## src/rtl/int_fmt_pkg.sv

```systemverilog
package int_fmt_pkg;
  localparam int DATA_W  = 64;
  localparam int N_SIZES = 4;
  localparam int MIN_W   = 8;

  typedef logic [1:0] size_code_t;

  typedef struct packed {
    logic       is_signed;
    size_code_t size;
  } int_fmt_t;

  function automatic int width_of(input size_code_t code);
    return MIN_W << code;
  endfunction
endpackage

```

## src/rtl/int_fmt_extend.sv

```systemverilog
module int_fmt_extend
  import int_fmt_pkg::*;
#(
  parameter int W = DATA_W
) (
  input  logic [W-1:0] val_i,
  input  size_code_t   size_i,
  input  logic         sign_i,
  output logic [W-1:0] ext_o
);
  logic [W-1:0] cand [N_SIZES];

  for (genvar g = 0; g < N_SIZES; g++) begin : g_fw
    localparam int FW = MIN_W << g;
    if (FW >= W) begin : g_full
      assign cand[g] = val_i;
    end else begin : g_part
      assign cand[g] = {{(W-FW){sign_i & val_i[FW-1]}}, val_i[FW-1:0]};
    end
  end

  assign ext_o = cand[size_i];

  // The field being extended must come out unchanged (R8 source low bits kept)
  always_comb begin
    logic [W-1:0] low_mask;
    int           fw;
    fw = width_of(size_i);
    low_mask = (fw >= W) ? '1 : ((W'(1) << fw) - W'(1));
    a_r8_low_kept: assert (((ext_o ^ val_i) & low_mask) == '0)
      else $error("extend altered kept field");
  end
endmodule

```

## src/rtl/int_fmt_regmask.sv

```systemverilog
module int_fmt_regmask
  import int_fmt_pkg::*;
#(
  parameter int W = DATA_W
) (
  input  logic [W-1:0] val_i,
  input  size_code_t   size_i,
  output logic [W-1:0] val_o
);
  logic [W-1:0] cand [N_SIZES];

  for (genvar g = 0; g < N_SIZES; g++) begin : g_rw
    localparam int RW = MIN_W << g;
    if (RW >= W) begin : g_full
      assign cand[g] = val_i;
    end else begin : g_part
      assign cand[g] = {{(W-RW){1'b0}}, val_i[RW-1:0]};
    end
  end

  assign val_o = cand[size_i];
endmodule

```

## src/rtl/int_fmt_legal.sv

```systemverilog
module int_fmt_legal
  import int_fmt_pkg::*;
(
  input  size_code_t reg_size_i,
  input  size_code_t dst_size_i,
  output logic       illegal_o
);
  assign illegal_o = (reg_size_i == 2'd0) || (reg_size_i < dst_size_i);
endmodule

```

## src/rtl/int_fmt_conv.sv

```systemverilog
module int_fmt_conv
  import int_fmt_pkg::*;
(
  input  logic [63:0] src_value,
  input  logic [2:0]  src_fmt,
  input  logic [2:0]  dst_fmt,
  input  logic [1:0]  reg_size,
  output logic [63:0] dst_value,
  output logic        illegal
);
  int_fmt_t        sf;
  int_fmt_t        df;
  logic [DATA_W-1:0] src_wide;
  logic [DATA_W-1:0] dst_wide;
  logic [DATA_W-1:0] reg_val;
  logic              bad;

  assign sf = src_fmt;
  assign df = dst_fmt;

  // Stage 1: source field to full width by source signedness
  int_fmt_extend #(.W(DATA_W)) u_src_ext (
    .val_i (src_value),
    .size_i(sf.size),
    .sign_i(sf.is_signed),
    .ext_o (src_wide)
  );

  // Stage 2: keep destination field, refill by destination signedness
  int_fmt_extend #(.W(DATA_W)) u_dst_ext (
    .val_i (src_wide),
    .size_i(df.size),
    .sign_i(df.is_signed),
    .ext_o (dst_wide)
  );

  int_fmt_regmask #(.W(DATA_W)) u_mask (
    .val_i (dst_wide),
    .size_i(reg_size),
    .val_o (reg_val)
  );

  int_fmt_legal u_legal (
    .reg_size_i(reg_size),
    .dst_size_i(df.size),
    .illegal_o (bad)
  );

  assign illegal   = bad;
  assign dst_value = bad ? '0 : reg_val;

  always_comb begin
    logic [DATA_W-1:0] rmask;
    logic [DATA_W-1:0] fill_exp;
    int                rw;
    int                dw;
    rw = width_of(reg_size);
    dw = width_of(df.size);
    rmask = (rw >= DATA_W) ? '1 : ((DATA_W'(1) << rw) - DATA_W'(1));
    fill_exp = (df.is_signed && dst_value[dw-1]) ? (rmask >> dw) : '0;
    // an illegal combination clears the output
    a_r7_illegal_zero: assert (!illegal || dst_value == '0)
      else $error("illegal output not zero");
    // nothing above the register width
    a_r6_upper_zero: assert (illegal || (dst_value & ~rmask) == '0)
      else $error("bits above register width");
    // register fill follows destination signedness
    a_r5_reg_fill: assert (illegal || dw >= rw || (dst_value >> dw) == fill_exp)
      else $error("register fill wrong");
  end
endmodule

```

## config.mk

```make
export PLATFORM = sky130hd
export DESIGN_NAME = int_fmt_conv
export DESIGN_NICKNAME = d
export VERILOG_FILES = /design/src/rtl/int_fmt_pkg.sv /design/src/rtl/int_fmt_extend.sv /design/src/rtl/int_fmt_regmask.sv /design/src/rtl/int_fmt_legal.sv /design/src/rtl/int_fmt_conv.sv
export SDC_FILE = /design/constraint.sdc
export NUM_CORES = 1
export LEC_CHECK = 0
export BUFFER_PORTS_ARGS = -buffer_cell sky130_fd_sc_hd__buf_2
export CAP_MARGIN = 20
export CORE_MARGIN = 1.5
export CORE_UTILIZATION = 31
export DETAILED_ROUTE_END_ITERATION = 6
export PLACE_DENSITY = 0.9
export REMOVE_ABC_BUFFERS = 1
export SLEW_MARGIN = 20
export SYNTH_ARGS = -nofsm -noshare
export SYNTH_HDL_FRONTEND = slang
export SYNTH_SLANG_ARGS = --single-unit
```

## constraint.sdc

```tcl
create_clock -name vclk -period 1.6
set_clock_uncertainty 0.15 [all_clocks]
set_input_delay 0 -clock vclk [all_inputs]
set_output_delay 0 -clock vclk [all_outputs]
set_load 0.05 [all_outputs]
```

==> metrics.txt, run 1 <==
# TYPE chip_impl_metric gauge
chip_impl_metric{name="final_hold_violation_count",unit=""} 0
chip_impl_metric{name="crit_required",unit="ps"} 1450
chip_impl_metric{name="drcViolationCount",unit=""} 0
chip_impl_metric{name="drt-pass1-iter-count",unit=""} 4
chip_impl_metric{name="share_comb_of_total_power",unit="%"} 100.0
chip_impl_metric{name="setup_ws",unit="ps"} -56.8
chip_impl_metric{name="cts_hold_repair.buffers",unit=""} 0
chip_impl_metric{name="synth_compound_gate_area_share",unit="%"} 31.7
chip_impl_metric{name="fp.dieW",unit="um"} 62.4
chip_impl_metric{name="power.switching_fraction",unit="%"} 65.8
chip_impl_metric{name="postRouteAntennaNets",unit=""} 0
chip_impl_metric{name="clockPowerShare",unit="%"} 0
chip_impl_metric{name="grt_antenna_before_repair",unit=""} 0
chip_impl_metric{name="globalRoute.totalOverflow",unit=""} 0
chip_impl_info{name="worstSetupEndpointType",value="output pin"} 1
chip_impl_metric{name="syn_to_final_growth",unit="%"} 95.2
chip_impl_info{name="worst_hold_path_type",value="in -> out"} 1
chip_impl_info{name="grt_setup_unrepaired",value="yes"} 1
chip_impl_metric{name="detailedRoute.firstIterationViolations",unit=""} 50
chip_impl_metric{name="fmax",unit="GHz"} 0.604
chip_impl_metric{name="finish.instance_area",unit="um2"} 2140
chip_impl_metric{name="wirelength",unit="um"} 4820
chip_impl_metric{name="synthCells",unit=""} 207
chip_impl_metric{name="syn-mean-instance-area",unit="um2"} 5.29
chip_impl_info{name="synthDominantAreaCellType",value="sky130_fd_sc_hd__a21oi_1"} 1
chip_impl_info{name="synth_top_family_by_area",value="simple AND/OR/NAND/NOR gates"} 1
chip_impl_metric{name="tightest_slew",unit="ps"} 577
chip_impl_info{name="ys_top_cells_by_area",value="sky130_fd_sc_hd__a21oi_1, sky130_fd_sc_hd__nand2b_1, sky130_fd_sc_hd__nor3_1"} 1
chip_impl_metric{name="worstPathMaxFanout",unit=""} 27
chip_impl_metric{name="grt_pass1_vias",unit=""} 1694
chip_impl_info{name="cp-start-kind",value="input pin"} 1
chip_impl_metric{name="power_density_over_cell_area",unit="nW/um2"} 439
chip_impl_info{name="highest-signal-layer",value="met4"} 1
chip_impl_metric{name="power_switching",unit="mW"} 0.617
chip_impl_metric{name="fp.dieArea",unit="um2"} 3900
chip_impl_metric{name="seq_area_frac_synth",unit="%"} 0
chip_impl_metric{name="n_antenna_cell",unit=""} 0
chip_impl_metric{name="yosys-mux-area-fraction",unit="%"} 0.914
chip_impl_metric{name="route.met3.wl",unit="um"} 267
chip_impl_metric{name="post_synth_fa_ha_maj_area_fraction",unit="%"} 1.14
chip_impl_metric{name="power",unit="mW"} 0.938
chip_impl_metric{name="power_report.internal_total",unit="mW"} 0.320
chip_impl_metric{name="finalMaxSlewViolations",unit=""} 0
chip_impl_metric{name="yosysUniqueCellTypes",unit=""} 24
chip_impl_metric{name="top_cell_type_s_share_of_synthesized_area",unit="%"} 26.5
chip_impl_metric{name="dr_wl_met2",unit="um"} 2650
chip_impl_info{name="violations_in_the_final_reports",value="setup timing"} 1
chip_impl_metric{name="layout.sequential_cells",unit=""} 0
chip_impl_metric{name="slew_headroom",unit="%"} 61.5
chip_impl_metric{name="placement_rows",unit=""} 21
chip_impl_metric{name="met1Wirelength",unit="um"} 1870
chip_impl_metric{name="vias",unit=""} 1931
chip_impl_metric{name="dpl.hpwl",unit="um"} 3270
chip_impl_metric{name="synth-simple-area-share",unit="%"} 54.5
chip_impl_metric{name="area.sequential",unit="um2"} 0
chip_impl_metric{name="setup_viol",unit=""} 43
chip_impl_metric{name="gpl.final_weighted_congestion",unit=""} 0.811
chip_impl_metric{name="std_cell_core_area",unit="um2"} 3360
chip_impl_metric{name="design.portCount",unit=""} 137
chip_impl_info{name="run_status",value="complete, but fails checks"} 1
chip_impl_metric{name="grt_util_all_layers",unit="%"} 21.0
chip_impl_info{name="mostFrequentLayoutCells",value="sky130_fd_sc_hd__buf_2, sky130_fd_sc_hd__a21oi_1, sky130_fd_sc_hd__buf_4"} 1
chip_impl_metric{name="final_min_period_over_clock_period",unit="%"} 104
chip_impl_metric{name="yosys.area_share.xor_xnor",unit="%"} 0
chip_impl_metric{name="placedInstanceArea",unit="um2"} 1900
chip_impl_metric{name="floorplan.initialDensity",unit="%"} 32.6
chip_impl_metric{name="timing.critical_path.arrival",unit="ps"} 1510
chip_impl_metric{name="max_cap_violations",unit=""} 0
chip_impl_metric{name="routed_wire_length_per_instance",unit="um"} 12.5
chip_impl_metric{name="seq_power_share",unit="%"} 0
chip_impl_metric{name="detail_route.vias_per_cell",unit=""} 5.03
chip_impl_metric{name="period_minus_slack",unit="ps"} 1660
chip_impl_metric{name="synth_area",unit="um2"} 1090
chip_impl_metric{name="layout.clock_buffers",unit=""} 0
chip_impl_info{name="most_common_library_cell_in_the_layout_ignoring_fill_and_taps",value="sky130_fd_sc_hd__buf_2"} 1
chip_impl_metric{name="wire_length_of_the_first_global_routing_pass",unit="um"} 7110
chip_impl_metric{name="yosysWarnings",unit=""} 0
chip_impl_metric{name="utilization",unit="%"} 63.5
chip_impl_metric{name="portBuffers",unit=""} 137
chip_impl_metric{name="floorplan.die.height",unit="um"} 62.4
chip_impl_info{name="critical_path_start_end_classification",value="in -> out"} 1
chip_impl_metric{name="drive_above_1_share",unit="%"} 49.1
chip_impl_metric{name="vdd_ir_drop_max",unit="V"} 0.000209
chip_impl_metric{name="layout.nets",unit=""} 413
chip_impl_metric{name="pin_count_of_the_biggest_net_entering_global_routing",unit=""} 33
chip_impl_metric{name="power.static_leakage",unit="nW"} 1.14
## critical path: stages
cell                        delay [ps]
sky130_fd_sc_hd__buf_8             100
sky130_fd_sc_hd__or2_1             240
sky130_fd_sc_hd__a311o_1           390
sky130_fd_sc_hd__o2111ai_4         280
sky130_fd_sc_hd__buf_12            210
sky130_fd_sc_hd__nor3_1             80
sky130_fd_sc_hd__buf_4             190
## cell families (layout without fill, tap and decap cells)
| logic type | Yosys count | in the layout |
|---|---|---|
| adders and majority gates | 1 | 1 |
| muxes | 1 | 1 |
| AOI/OAI and AO/OA | 64 | 64 |
| and+or+nand+nor | 114 | 114 |
| buffers and inverters | 27 | 158 |
## power by group through the flow
| stage | combinational, mW | clock [mW] | sequential [mW] |
|---|---|---|---|
| 3_3_place_gp | 0.844 | 0 | 0 |
| 4_1_cts | 0.889 | 0 | 0 |
| 2_1_floorplan | 0.567 | 0 | 0 |
| 5_1_grt | 0.995 | 0 | 0 |
| 3_5_place_dp | 0.857 | 0 | 0 |
| 6_report | 0.938 | 0 | 0 |
## per-stage QoR
step	setup TNS (ps)	worst slack [ps]	std cells	hold slack [ps]
after floorplan	-48730	-1060	183	145
after global placement	-1520	-48.9	382	241
after detailed placement	-2840	-93.0	382	246
after CTS	-2110	-63.3	382	239
after global routing	-3660	-102	384	248
final	-1370	-56.8	384	219
## what timing repair did
action,in CTS,in global routing
gates cloned,0,1
setup endpoints to repair,48,48
buffers inserted,0,1
gates resized for setup,41,37
## area by class of cell
class / count / area (um2)
fillers: 319 / 1230
inverters: 3 / 11.3
multi-input cells: 180 / 1020
well taps: 46 / 57.6
repair buffers: 155 / 1050
## path summary, 6_finish.rpt
check / slack (ps) / startpoint / endpoint / depth (start not counted)
worst max-delay path: -60 / src_fmt[0] / dst_value[52] / 7
worst min-delay path: 220 / src_value[19] / dst_value[19] / 4
## routing by layer
layer | track usage [%] | vias to the layer above
met5 | 0 | -
met4 | 3.33 | 0
met3 | 2.34 | 4
met2 | 43.7 | 78
met1 | 22.6 | 872
li1 | - | 977
## synth_stat cells (2+ instances only)
cell and instances:
sky130_fd_sc_hd__and3_1 8, sky130_fd_sc_hd__clkbuf_1 17, sky130_fd_sc_hd__a21oi_1 58, sky130_fd_sc_hd__a21o_1 2
sky130_fd_sc_hd__buf_6 3, sky130_fd_sc_hd__nand2b_1 35, sky130_fd_sc_hd__inv_1 3, sky130_fd_sc_hd__nand2_1 27
sky130_fd_sc_hd__nor2_1 3, sky130_fd_sc_hd__nor3_1 32, sky130_fd_sc_hd__buf_2 4, sky130_fd_sc_hd__nand3_1 3
(Power assumes the default switching activity.)
==> run 2: changes to the inputs <==
MAX_ROUTING_LAYER = met4   (was default)
==> metrics.txt, run 2 (same netlist as run 1, synthesis figures left out) <==
# TYPE chip_impl_metric gauge
chip_impl_metric{name="layout.sequential_cells",unit=""} 0
chip_impl_metric{name="gpl.final_weighted_congestion",unit=""} 0.823
chip_impl_metric{name="power.switching_fraction",unit="%"} 65.9
chip_impl_metric{name="share_comb_of_total_power",unit="%"} 100.0
chip_impl_info{name="worst_hold_path_type",value="in -> out"} 1
chip_impl_metric{name="layout.clock_buffers",unit=""} 0
chip_impl_metric{name="finalMaxSlewViolations",unit=""} 0
chip_impl_metric{name="post-place-ws",unit="ps"} -93.0
chip_impl_info{name="run_status",value="complete, but fails checks"} 1
chip_impl_metric{name="finalSetupTns",unit="ps"} -1380
chip_impl_metric{name="power_switching",unit="mW"} 0.618
chip_impl_metric{name="floorplan.die.height",unit="um"} 62.4
chip_impl_metric{name="fin_hold_ws",unit="ps"} 219
chip_impl_metric{name="final_min_period_over_clock_period",unit="%"} 104
chip_impl_metric{name="routed_wire_length_per_instance",unit="um"} 12.5
chip_impl_metric{name="timing.critical_path.arrival",unit="ps"} 1510
chip_impl_metric{name="grt_pass1_vias",unit=""} 1694
chip_impl_metric{name="setup_viol",unit=""} 43
chip_impl_metric{name="power.static_leakage",unit="nW"} 1.14
chip_impl_info{name="worstSetupEndpointType",value="output pin"} 1
chip_impl_metric{name="clockPowerShare",unit="%"} 0
chip_impl_metric{name="dpl.hpwl",unit="um"} 3270
chip_impl_metric{name="vdd_ir_drop_max",unit="V"} 0.000209
chip_impl_metric{name="utilization",unit="%"} 63.5
chip_impl_metric{name="fp.dieW",unit="um"} 62.4
chip_impl_metric{name="slew_headroom",unit="%"} 61.5
chip_impl_info{name="grt_setup_unrepaired",value="yes"} 1
chip_impl_metric{name="power",unit="mW"} 0.938
chip_impl_metric{name="grt_antenna_before_repair",unit=""} 0
chip_impl_metric{name="cts_hold_repair.buffers",unit=""} 0
chip_impl_metric{name="seq_power_share",unit="%"} 0
chip_impl_metric{name="wirelength",unit="um"} 4820
chip_impl_metric{name="period_minus_slack",unit="ps"} 1660
chip_impl_metric{name="globalRoute.totalOverflow",unit=""} 0
chip_impl_metric{name="layout.nets",unit=""} 413
chip_impl_info{name="critical_path_start_end_classification",value="in -> out"} 1
chip_impl_metric{name="drive_above_1_share",unit="%"} 49.1
chip_impl_metric{name="grt_util_all_layers",unit="%"} 21.6
chip_impl_metric{name="power_report.internal_total",unit="mW"} 0.320
chip_impl_metric{name="floorplan.initialDensity",unit="%"} 32.6
chip_impl_metric{name="detail_route.vias_per_cell",unit=""} 5.04
chip_impl_metric{name="portBuffers",unit=""} 137
chip_impl_metric{name="max_cap_violations",unit=""} 0
chip_impl_metric{name="wire_length_of_the_first_global_routing_pass",unit="um"} 7110
chip_impl_metric{name="setup_ws",unit="ps"} -56.7
chip_impl_metric{name="drt-pass1-iter-count",unit=""} 4
chip_impl_metric{name="pin_count_of_the_biggest_net_entering_global_routing",unit=""} 33
chip_impl_info{name="most_common_library_cell_in_the_layout_ignoring_fill_and_taps",value="sky130_fd_sc_hd__buf_2"} 1
chip_impl_metric{name="fmax",unit="GHz"} 0.604
chip_impl_metric{name="postRouteAntennaNets",unit=""} 0
chip_impl_metric{name="fp.dieArea",unit="um2"} 3900
chip_impl_metric{name="vias",unit=""} 1934
chip_impl_metric{name="placement_rows",unit=""} 21
chip_impl_metric{name="detailedRoute.firstIterationViolations",unit=""} 49
chip_impl_metric{name="worstPathMaxFanout",unit=""} 27
chip_impl_metric{name="n_antenna_cell",unit=""} 0
chip_impl_metric{name="final_hold_violation_count",unit=""} 0
chip_impl_metric{name="area.sequential",unit="um2"} 0
chip_impl_metric{name="syn_to_final_growth",unit="%"} 95.2
chip_impl_metric{name="std_cell_core_area",unit="um2"} 3360
chip_impl_info{name="violations_in_the_final_reports",value="setup timing"} 1
chip_impl_info{name="mostFrequentLayoutCells",value="sky130_fd_sc_hd__buf_2, sky130_fd_sc_hd__a21oi_1, sky130_fd_sc_hd__buf_4"} 1
chip_impl_metric{name="tightest_slew",unit="ps"} 577
chip_impl_metric{name="drcViolationCount",unit=""} 0
chip_impl_metric{name="crit_required",unit="ps"} 1450
chip_impl_metric{name="design.portCount",unit=""} 137
chip_impl_metric{name="power_density_over_cell_area",unit="nW/um2"} 439
chip_impl_info{name="cp-start-kind",value="input pin"} 1
[run 2: metal layers]
layer / wire (um) / vias to the layer above / global-route usage, %
met5: 0 / - / -
met4: 31 / 0 / 3.33
met3: 257 / 4 / 1.98
met2: 2650 / 78 / 43.7
met1: 1880 / 875 / 22.8
li1: - / 977 / -
[run 2: stage by stage]
stage,cell area (um2),std cells
after global routing,2140,384
after global placement,1900,382
after floorplan,977,183
after detailed placement,1900,382
after CTS,2010,382
final,2140,384
[run 2: area by class of cell]
class | count | area [um2]
inverter | 3 | 11.3
multi-input combinational | 180 | 1020
tap | 46 | 57.6
timing repair buffer | 155 | 1050
fill | 319 | 1230
[run 2: path summary, 6_finish.rpt]
check,from,end,slack (ps),cells after the start
setup / recovery,src_fmt[0],dst_value[52],-60,7
hold / removal,src_value[19],dst_value[19],220,4
[run 2: what timing repair did]
item                                    4_1_cts  5_1_grt
buffers inserted                              0        1
cloned                                        0        1
resized for setup                            41       37
pin swaps                                     0        0
endpoints found under the setup margin       48       48
[run 2: worst max-delay path: stages]
cell and delay (ps):
sky130_fd_sc_hd__buf_8 100, sky130_fd_sc_hd__or2_1 240, sky130_fd_sc_hd__a311o_1 390, sky130_fd_sc_hd__o2111ai_4 280, sky130_fd_sc_hd__buf_12 220, sky130_fd_sc_hd__nor3_1 80, sky130_fd_sc_hd__buf_4 190
[run 2: power groups by stage]
stage,Sequential (mW),Clock (mW),Combinational (mW)
floorplan,0,0,0.567
global placement,0,0,0.844
detailed placement,0,0,0.857
CTS,0,0,0.889
global route,0,0,0.995
finish,0,0,0.938
==> run 3: changes to the inputs <==
ABC_AREA = 1   (was default)
CORE_UTILIZATION = 39   (was 31)
GPL_ROUTABILITY_DRIVEN = 0   (was default)
==> metrics.txt, run 3 <==
# TYPE chip_impl_metric gauge
chip_impl_info{name="run_status",value="complete, but fails checks"} 1
chip_impl_info{name="violations_in_the_final_reports",value="DRC"} 1
chip_impl_metric{name="std_cell_core_area",unit="um2"} 4440
chip_impl_metric{name="floorplan.initialDensity",unit="%"} 41.5
chip_impl_metric{name="syn_to_final_growth",unit="%"} 42.3
chip_impl_metric{name="period_minus_slack",unit="ps"} 1510
chip_impl_metric{name="fmax",unit="GHz"} 0.664
chip_impl_metric{name="slew_headroom",unit="%"} 79.5
chip_impl_metric{name="floorplan.die.height",unit="um"} 71.8
chip_impl_metric{name="dpl.hpwl",unit="um"} 4690
chip_impl_metric{name="globalRoute.totalOverflow",unit=""} 0
chip_impl_metric{name="n_antenna_cell",unit=""} 0
chip_impl_metric{name="fp.dieArea",unit="um2"} 5150
chip_impl_metric{name="pin_count_of_the_biggest_net_entering_global_routing",unit=""} 51
chip_impl_metric{name="crit_required",unit="ps"} 1450
chip_impl_metric{name="wirelength",unit="um"} 6300
chip_impl_info{name="highest-signal-layer",value="met4"} 1
chip_impl_metric{name="routed_wire_length_per_instance",unit="um"} 11.1
chip_impl_info{name="synthDominantAreaCellType",value="sky130_fd_sc_hd__nand2_1"} 1
chip_impl_metric{name="power.static_leakage",unit="nW"} 1.79
chip_impl_metric{name="vias",unit=""} 2722
chip_impl_metric{name="wire_length_of_the_first_global_routing_pass",unit="um"} 9690
chip_impl_metric{name="vdd_ir_drop_max",unit="V"} 0.000170
chip_impl_metric{name="drcViolationCount",unit=""} 8
chip_impl_metric{name="postRouteAntennaNets",unit=""} 0
chip_impl_metric{name="cpPeakStageDelay",unit="ps"} 280
chip_impl_info{name="yosys-top-cells-count",value="sky130_fd_sc_hd__nand2_1, sky130_fd_sc_hd__inv_1, sky130_fd_sc_hd__a21oi_2, sky130_fd_sc_hd__a21oi_1, sky130_fd_sc_hd__nor2_1"} 1
chip_impl_metric{name="drive_above_1_share",unit="%"} 38.3
chip_impl_metric{name="layout.sequential_cells",unit=""} 0
chip_impl_metric{name="final_min_period_over_clock_period",unit="%"} 94.1
chip_impl_metric{name="power_switching",unit="mW"} 0.791
chip_impl_metric{name="portBuffers",unit=""} 137
chip_impl_metric{name="design.portCount",unit=""} 137
chip_impl_metric{name="area.sequential",unit="um2"} 0
chip_impl_metric{name="grt_pass1_vias",unit=""} 2273
chip_impl_metric{name="final.fill_count",unit=""} 443
chip_impl_info{name="path_delay_family",value="buffers and inverters"} 1
chip_impl_metric{name="worstPathMaxFanout",unit=""} 17
chip_impl_info{name="worstSetupEndpointType",value="output pin"} 1
chip_impl_metric{name="yosysUniqueCellTypes",unit=""} 24
chip_impl_metric{name="clockPowerShare",unit="%"} 0
chip_impl_metric{name="timing.critical_path.arrival",unit="ps"} 1360
chip_impl_metric{name="final_hold_violation_count",unit=""} 0
chip_impl_metric{name="grt_util_all_layers",unit="%"} 22.7
chip_impl_metric{name="layout.nets",unit=""} 589
chip_impl_metric{name="route.met3.wl",unit="um"} 456
chip_impl_metric{name="power_density_over_cell_area",unit="nW/um2"} 430
chip_impl_info{name="critical_path.cell_chain",value="buf_2, inv_2, ha_1, a21oi_2, nor2_2, nand3_4, buf_12, a21oi_2, buf_2"} 1
chip_impl_metric{name="postCtsSetupRepairBufs",unit=""} 0
chip_impl_metric{name="power",unit="mW"} 1.13
chip_impl_info{name="most_common_library_cell_in_the_layout_ignoring_fill_and_taps",value="sky130_fd_sc_hd__nand2_1"} 1
chip_impl_info{name="mostFrequentLayoutCells",value="sky130_fd_sc_hd__nand2_1, sky130_fd_sc_hd__buf_2, sky130_fd_sc_hd__inv_1"} 1
chip_impl_metric{name="top_cell_type_s_share_of_synthesized_area",unit="%"} 42.7
chip_impl_metric{name="met1Wirelength",unit="um"} 2580
chip_impl_info{name="post-synth-top-count-cell",value="sky130_fd_sc_hd__nand2_1"} 1
chip_impl_metric{name="detail_route.vias_per_cell",unit=""} 4.81
chip_impl_metric{name="layout.clock_buffers",unit=""} 0
chip_impl_metric{name="share_comb_of_total_power",unit="%"} 100.0
chip_impl_metric{name="power.switching_fraction",unit="%"} 70.2
chip_impl_metric{name="seq_area_frac_synth",unit="%"} 0
chip_impl_metric{name="tightest_slew",unit="ps"} 307
chip_impl_metric{name="yosysWarnings",unit=""} 0
chip_impl_info{name="crit_path_top_delay_cell",value="sky130_fd_sc_hd__ha_1"} 1
chip_impl_metric{name="critPathBufInv",unit=""} 4
chip_impl_info{name="cp-start-kind",value="input pin"} 1
chip_impl_metric{name="placement_rows",unit=""} 24
chip_impl_info{name="critical_path_start_end_classification",value="in -> out"} 1
chip_impl_info{name="worst_hold_path_type",value="in -> out"} 1
chip_impl_metric{name="instances_no_fill",unit=""} 566
chip_impl_metric{name="synthCells",unit=""} 396
chip_impl_metric{name="finalMaxSlewViolations",unit=""} 0
chip_impl_metric{name="detailedRoute.firstIterationViolations",unit=""} 122
chip_impl_metric{name="synth_area",unit="um2"} 1840
chip_impl_info{name="ys_top_cells_by_area",value="sky130_fd_sc_hd__nand2_1, sky130_fd_sc_hd__a21oi_2, sky130_fd_sc_hd__inv_1"} 1
chip_impl_metric{name="dr_wl_met2",unit="um"} 3140
chip_impl_metric{name="seq_power_share",unit="%"} 0
chip_impl_metric{name="setup_viol",unit=""} 0
chip_impl_metric{name="power_report.internal_total",unit="mW"} 0.336
chip_impl_metric{name="grt_antenna_before_repair",unit=""} 0
chip_impl_metric{name="fp.dieW",unit="um"} 71.8
chip_impl_metric{name="drt-pass1-iter-count",unit=""} 7
chip_impl_metric{name="max_cap_violations",unit=""} 0
chip_impl_metric{name="syn-mean-instance-area",unit="um2"} 4.66
chip_impl_metric{name="dp.cells",unit=""} 566
==> run 3: cell types whose count changed in the layout (fill, tap and decap cells not counted), sizes merged, moves of 21 or more <==
cell,previous run,this run
inv,3,48
nor3,32,0
nand2,27,215
buf,154,130
nand2b,35,0
clkbuf,1,22
==> run 3: final timing paths <==
path | from | endpoint | depth (start not counted)
worst max-delay path | dst_fmt[1] | dst_value[40] | 9
worst min-delay path | src_value[2] | dst_value[2] | 4
==> run 3: final cells by class <==
class,instances,area (um2),area share [%]
timing repair buffer,152,913,34.8
tap,52,65.1,2.48
multi-input combinational,314,1460,55.7
inverter,48,185,7.06
==> run 3: tightest hold or removal path, delay by kind of cell <==
kind,cells,cell delay [ps]
buffers and inverters,3,330
AND/OR/NAND/NOR,1,30
==> run 3: routing by layer <==
layer | vias to the layer above | GRT usage [%]
met2 | 119 | 43.5
met4 | 0 | 3.77
li1 | 1428 | -
met3 | 12 | 1.41
met5 | - | -
met1 | 1163 | 25.9
==> run 3: timing repair <==
item	in CTS	in global routing
gates resized for setup	0	33
hold buffers	0	0
endpoints found under the hold margin	0	0
endpoints found under the setup margin	0	42
==> run 3: through the flow <==
step | setup WS (ps) | setup TNS, ps | hold WS, ps | instance area (um2) | utilization, %
floorplan | -391 | -7180 | -0.271 | 1640 | -
global placement | 81.7 | 0 | 212 | 2550 | 57.4
detailed placement | 36.1 | 0 | 212 | 2550 | 57.4
CTS | 38.9 | 0 | 214 | 2550 | 57.4
global route | -15.0 | -20.8 | 231 | 2620 | 59.0
finish | 94.4 | 0 | 213 | 2620 | 59.0
==> run 3: cell families after synthesis <==
group,after synthesis,share of synthesized area (%)
AO/OA/AOI/OAI,73,25.9
adder cells (fa/ha/maj),1,0.678
buffers and inverters,82,21.2
AND/OR/NAND/NOR,240,52.2
==> run 3: power groups by stage <==
stage / Combinational (mW) / Clock [mW] / Sequential, mW
2_1_floorplan: 0.736 / 0 / 0
3_3_place_gp: 1.08 / 0 / 0
3_5_place_dp: 1.10 / 0 / 0
5_1_grt: 1.22 / 0 / 0
4_1_cts: 1.10 / 0 / 0
6_report: 1.13 / 0 / 0
